**src/rtl/cap_timer_pkg.sv**
```systemverilog
package cap_timer_pkg;

    localparam int CNT_W  = 8;
    localparam int PRE_W  = 6;
    localparam int CTL_W  = 6;
    localparam int NFLAG  = 2;
    localparam int FLAG_LO = CTL_W;

    typedef enum logic [1:0] {
        RATE_DIV64 = 2'b00,
        RATE_DIV32 = 2'b01,
        RATE_DIV4  = 2'b10,
        RATE_DIV2  = 2'b11
    } rate_sel_e;

    typedef enum logic [1:0] {
        CLR_NONE = 2'b00,
        CLR_FALL = 2'b01,
        CLR_RISE = 2'b10,
        CLR_BOTH = 2'b11
    } clr_sel_e;

    typedef struct packed {
        logic      ovf_ie;
        logic      edge_rise;
        clr_sel_e  clr_sel;
        rate_sel_e rate_sel;
    } mode_ctl_t;

    // Prescaler bits that must all be 1 for a step at the selected rate.
    function automatic logic [PRE_W-1:0] rate_mask(rate_sel_e sel);
        case (sel)
            RATE_DIV64: rate_mask = PRE_W'(63);
            RATE_DIV32: rate_mask = PRE_W'(31);
            RATE_DIV4:  rate_mask = PRE_W'(3);
            default:    rate_mask = PRE_W'(1);
        endcase
    endfunction

endpackage

```
**src/rtl/cap_timer_pre.sv**
```systemverilog
module cap_timer_pre
    import cap_timer_pkg::*;
(
    input  logic      clk,
    input  logic      rst,
    input  rate_sel_e sel,
    output logic      tick
);
    logic [PRE_W-1:0] pre_q;
    logic [PRE_W-1:0] mask;

    always_ff @(posedge clk) begin
        if (rst) pre_q <= '0;
        else     pre_q <= pre_q + PRE_W'(1);
    end

    assign mask = rate_mask(sel);
    assign tick = ((pre_q & mask) == mask);
endmodule

```
**src/rtl/cap_timer_edge.sv**
```systemverilog
module cap_timer_edge (
    input  logic clk,
    input  logic rst,
    input  logic cap_in,
    output logic cap_q,
    output logic rise,
    output logic fall
);
    always_ff @(posedge clk) begin
        if (rst) cap_q <= 1'b0;
        else     cap_q <= cap_in;
    end

    assign rise = cap_in & ~cap_q;
    assign fall = ~cap_in & cap_q;
endmodule

```
**src/rtl/cap_timer_flag.sv**
```systemverilog
module cap_timer_flag (
    input  logic clk,
    input  logic rst,
    input  logic hw_set,
    input  logic rd_hit,
    input  logic wr_hit,
    input  logic wr_bit,
    output logic flag
);
    logic armed_q;
    logic clr_req;

    assign clr_req = wr_hit & ~wr_bit & armed_q;

    always_ff @(posedge clk) begin
        if (rst) begin
            flag    <= 1'b0;
            armed_q <= 1'b0;
        end else begin
            if (hw_set)       flag <= 1'b1;
            else if (clr_req) flag <= 1'b0;

            if (clr_req)            armed_q <= 1'b0;
            else if (rd_hit & flag) armed_q <= 1'b1;
        end
    end
endmodule

```
**src/rtl/cap_timer.sv**
```systemverilog
module cap_timer
    import cap_timer_pkg::*;
(
    input  logic             clk,
    input  logic             rst,
    input  logic             cap_in,
    input  logic             reg_rd,
    input  logic             reg_wr,
    input  logic             reg_addr,
    input  logic [7:0]       reg_wdata,
    output logic [7:0]       reg_rdata,
    output logic             ovf_irq,
    output logic             cap_irq
);
    localparam logic [CNT_W-1:0] CNT_TOP = '1;

    mode_ctl_t        ctl_q;
    logic [CNT_W-1:0] cnt_q;
    logic [NFLAG-1:0] ovf_flag;
    logic [NFLAG-1:0] hw_set;
    logic             tick, cap_q, rise, fall;
    logic             wr_mode, wr_cnt, rd_mode;
    logic             clr_hit, free_run, wrap;

    assign wr_mode = reg_wr & ~reg_addr;
    assign wr_cnt  = reg_wr &  reg_addr;
    assign rd_mode = reg_rd & ~reg_addr;

    cap_timer_pre u_pre (
        .clk  (clk),
        .rst  (rst),
        .sel  (ctl_q.rate_sel),
        .tick (tick)
    );

    cap_timer_edge u_edge (
        .clk    (clk),
        .rst    (rst),
        .cap_in (cap_in),
        .cap_q  (cap_q),
        .rise   (rise),
        .fall   (fall)
    );

    always_comb begin
        case (ctl_q.clr_sel)
            CLR_FALL: clr_hit = fall;
            CLR_RISE: clr_hit = rise;
            CLR_BOTH: clr_hit = rise | fall;
            default:  clr_hit = 1'b0;
        endcase
    end

    assign free_run = (ctl_q.clr_sel == CLR_NONE);
    assign wrap     = tick & (cnt_q == CNT_TOP) & ~clr_hit & ~wr_cnt;

    always_ff @(posedge clk) begin
        if (rst) begin
            ctl_q <= '0;
            cnt_q <= '0;
        end else begin
            if (wr_mode) ctl_q <= mode_ctl_t'(reg_wdata[CTL_W-1:0]);
            if (wr_cnt)       cnt_q <= reg_wdata[CNT_W-1:0];
            else if (clr_hit) cnt_q <= '0;
            else if (tick)    cnt_q <= cnt_q + CNT_W'(1);
        end
    end

    // index 1: high-level flag (bit 7), index 0: low-level flag (bit 6)
    assign hw_set[1] = wrap &  cap_in & ~free_run;
    assign hw_set[0] = wrap & (~cap_in | free_run);

    for (genvar i = 0; i < NFLAG; i++) begin : g_flag
        cap_timer_flag u_flag (
            .clk    (clk),
            .rst    (rst),
            .hw_set (hw_set[i]),
            .rd_hit (rd_mode),
            .wr_hit (wr_mode),
            .wr_bit (reg_wdata[FLAG_LO+i]),
            .flag   (ovf_flag[i])
        );
    end

    assign reg_rdata = reg_addr ? cnt_q : {ovf_flag, ctl_q};
    assign ovf_irq   = ctl_q.ovf_ie & (|ovf_flag);
    assign cap_irq   = ctl_q.edge_rise ? rise : fall;
endmodule

```
**config.mk**
```make
export PLATFORM = sky130hd
export DESIGN_NAME = cap_timer
export DESIGN_NICKNAME = d
export VERILOG_FILES = /design/src/rtl/cap_timer_pkg.sv /design/src/rtl/cap_timer_pre.sv /design/src/rtl/cap_timer_edge.sv /design/src/rtl/cap_timer_flag.sv /design/src/rtl/cap_timer.sv
export SDC_FILE = /design/constraint.sdc
export NUM_CORES = 1
export LEC_CHECK = 0
export ABC_AREA = 1
export CAP_MARGIN = 20
export CORE_MARGIN = 5
export CORE_UTILIZATION = 51
export CTS_CLUSTER_SIZE = 25
export DETAILED_ROUTE_END_ITERATION = 10
export PLACE_DENSITY_LB_ADDON = 0.05
export SLEW_MARGIN = 5
export SYNTH_ARGS = -nofsm -noshare
export SYNTH_HDL_FRONTEND = slang
export SYNTH_HIERARCHICAL = 1
export SYNTH_SLANG_ARGS = --single-unit
export TNS_END_PERCENT = 5
```
**constraint.sdc**
```tcl
create_clock -name clk -period 1.45 [get_ports clk]
set_input_delay 0.435 -clock clk [delete_from_list [all_inputs] [get_ports clk]]
set_output_delay 0.435 -clock clk [all_outputs]
set_load 0.02 [all_outputs]
```
==> flow_summary.yaml <==
grt:
  grt_max_degree: 17
  grt_util_all_layers_pct: 19.3
  antenna_found_initial: 0
  grt_pass1_wl_um: 6350
  grt_pass1_vias: 1410
  grt_overflow: 0
worst_setup_path:
  crit_path_end_kind: "output port"
  crit_required_ns: 1.02
  crit_start: "cap_in"
  reg2reg_setup_slack_ns: 0
  rr_startpoint: "u_pre/pre_q[1]"
  rr_worst_depth: 9
  rr_endpoint: "g_flag[0].u_flag/flag"
  crit_arrival_ns: 1.18
  critPathLaunchType: "primary input"
  critical_path_class: "in2out"
  crit_path_max_fanout: 3
sta:
  max_freq_ghz: 0.620
  fin_skew_ns: 0.00596
  rsz0062_at_grt: "yes"
  layout_setup_ws_ns: -0.164
  final.period_utilization_pct: 111
  hold_violations: 0
  slew_viol_final: 0
  slew_headroom_pct: 83.3
  setup_viol_count_final: 9
  tightestPinTransition_ns: 0.247
  period_needed_ns: 1.61
hold_path:
  min_path_cells: 2
  hold_path_class: "reg2reg"
  min_from: "u_pre/pre_q[4]"
  whs_endpoint: "u_pre/pre_q[4]"
layout:
  fin_area_um2: 2030
  antenna_cells: 0
  drive_above_1_share_pct: 42.1
  finish.utilization_pct: 74.7
  nets: 276
  synthToLayoutAreaGrowth_pct: 41.6
  stdcell_count: 290
synthesis:
  synth_fp_nets: 220
  yosysSeqAreaShare_pct: 35.0
  synth.avg_cell_area_um2: 7.01
  yosys.area.top_type: "dfxtp_1"
  synth_area_um2: 1430
  ys_types: 30
  yosys_register_bits: 25
  syn_inst: 204
  synth_area_leaders: "dfxtp_1 (35%), a21oi_1 (8.7%), nand2_1 (7.9%)"
  yosys_warnings: 6
  yosysTopAreaCellShare_pct: 35.0
power:
  pwr-share-comb_pct: 29.1
  power.share.clock_pct: 21.3
  total_power_uw: 1530
  p_int_uw: 1050
  pwr_density_cell_nw_per_um2: 756
  vdd_drop_max_mv: 0.760
  p_switching_uw: 484
  p_sw_share_pct: 31.6
  leakagePower_uw: 0.000916
  seq_power_share_pct: 49.6
die:
  die_x_um: 63.0
  die_height_um: 63.0
  row_count: 19
  die_area_um2: 3960
  core-area_um2: 2710
  initial_core_util_pct: 52.8
  ios: 24
placed_design:
  place.gp.congestion: 0.810
  placed_cell_area_um2: 1940
  numPortBuffers: 23
  dp_cells: 286
  place_hpwl_um: 2910
run_status:
  status: "complete, but fails checks"
  failed_checks: "setup timing"
detailed_routing:
  vias: 1426
  routedWlPerCell_um: 12.9
  drtAntennaViolNets: 0
  routed_wl_um: 3740
  first_pass_iters: 4
  routed_via_density: 4.92
  drtIter0Drc: 71
  drc: 0
clocking:
  cts-root-buf: "clkbuf_4"
  numCtsBuffers: 3
  clock_latency_ns: 0.33
  clock-sinks: 25
  cts.path.max_buffers: 2
  tritoncts: "yes"
  h-tree-depth: 1
  postCtsHoldBufs: 0
  cts_setup_buffers: 0
  path_clk_slew_ns: 0.14
flow_run:
  maxCapViolCount: 0
cell families (layout without fill, tap and decap cells):
logic type	count (synthesis)	in the layout	share of synthesized area (%)
buf+inv	38	93	11.1
mux	2	2	1.57
flops	25	25	35.0
simple gates	85	85	31.7
compound gates	51	51	18.3
fa+ha+maj	2	2	1.75
xor+xnor	1	1	0.613
layout by cell type, fill, tap and decap left out, types with 2 or more instances in the layout:
master / instances
nand2_2: 6
nand2_1: 29
ha_1: 2
buf_6: 4
nor2_2: 5
nor2_4: 3
nand3_1: 7
buf_4: 35
buf_12: 2
inv_2: 8
o21ai_2: 8
o21ai_0: 9
inv_1: 25
a21oi_2: 5
dfxtp_1: 11
a21oi_1: 20
o21ai_1: 8
clkbuf_4: 3
nand3_2: 5
clkdlybuf4s50_1: 11
dfxtp_2: 14
nor2_1: 23
worst max path at each step:
stage	slack, ns	end	cells after the start
6_report	-0.16	cap_irq	5
5_1_grt	-0.22	cap_irq	4
4_1_cts	-0.17	cap_irq	4
3_5_place_dp	-0.95	reg_rdata[2]	5
3_3_place_gp	-0.95	reg_rdata[3]	5
2_1_floorplan	-0.09	reg_rdata[0]	3
layer usage:
layer / part of all wire, % / global-route usage [%]
met2: 51 / 33.7
met1: 45 / 24.3
met4: 1.1 / 5.57
met5: 0 / 0
met3: 2.8 / 2.88
power groups by stage:
stage | sequential [uW] | clock (uW) | combinational [uW]
after global placement | 766 | 0 | 408
after CTS | 757 | 333 | 420
after floorplan | 773 | 0 | 203
final | 759 | 326 | 446
after global routing | 766 | 369 | 486
after detailed placement | 767 | 0 | 419
through the flow:
step	worst slack (ns)	TNS (ns)	hold slack, ns
global placement	-0.949	-14.11	0.433
floorplan	-0.0879	-0.472	0.423
global route	-0.223	-1.61	0.488
CTS	-0.174	-0.397	0.455
detailed placement	-0.954	-15.15	0.436
finish	-0.164	-0.390	0.455
cells in the mapped netlist (all sizes together):
cell type	count
nand2	37
nor2	32
dfxtp	25
nand3	12
o21ai	25
nor3	2
nand3b	1
or2	1
clkbuf	1
inv	35
mux2	2
a22oi	1
buf	2
xor2	1
ha	2
a21oi	25
area by class of cell:
class | instances | area, um^2
multi-input combinational | 141 | 830
fill | 224 | 684
sequential | 25 | 518
timing repair buffer | 54 | 473
inverter | 35 | 139
tap | 31 | 38.8
clock buffer | 3 | 22.5
clock inverter | 1 | 5.00
repair_timing:
action	in CTS	in global routing
endpoints found under the hold margin	0	0
pin swaps	1	4
gates resized for setup	80	20
gates cloned	0	0
setup endpoints to repair	20	20
sequential cells by signal, indices dropped and copies added (netlist names):
| register | flops |
|---|---|
| g_flag.u_flag/flag | 2 |
| u_pre/pre_q | 6 |
| u_edge/cap_q | 1 |
| cnt_q | 8 |
| g_flag.u_flag/armed_q | 2 |
| ctl_q | 6 |
worst max-delay path: stages:
cell and delay, ns:
clkdlybuf4s15_1 0.22, inv_2 0.09, nor2_2 0.04, mux2_4 0.26
buf_6 0.13
Power figures use the tool's default switching activity.
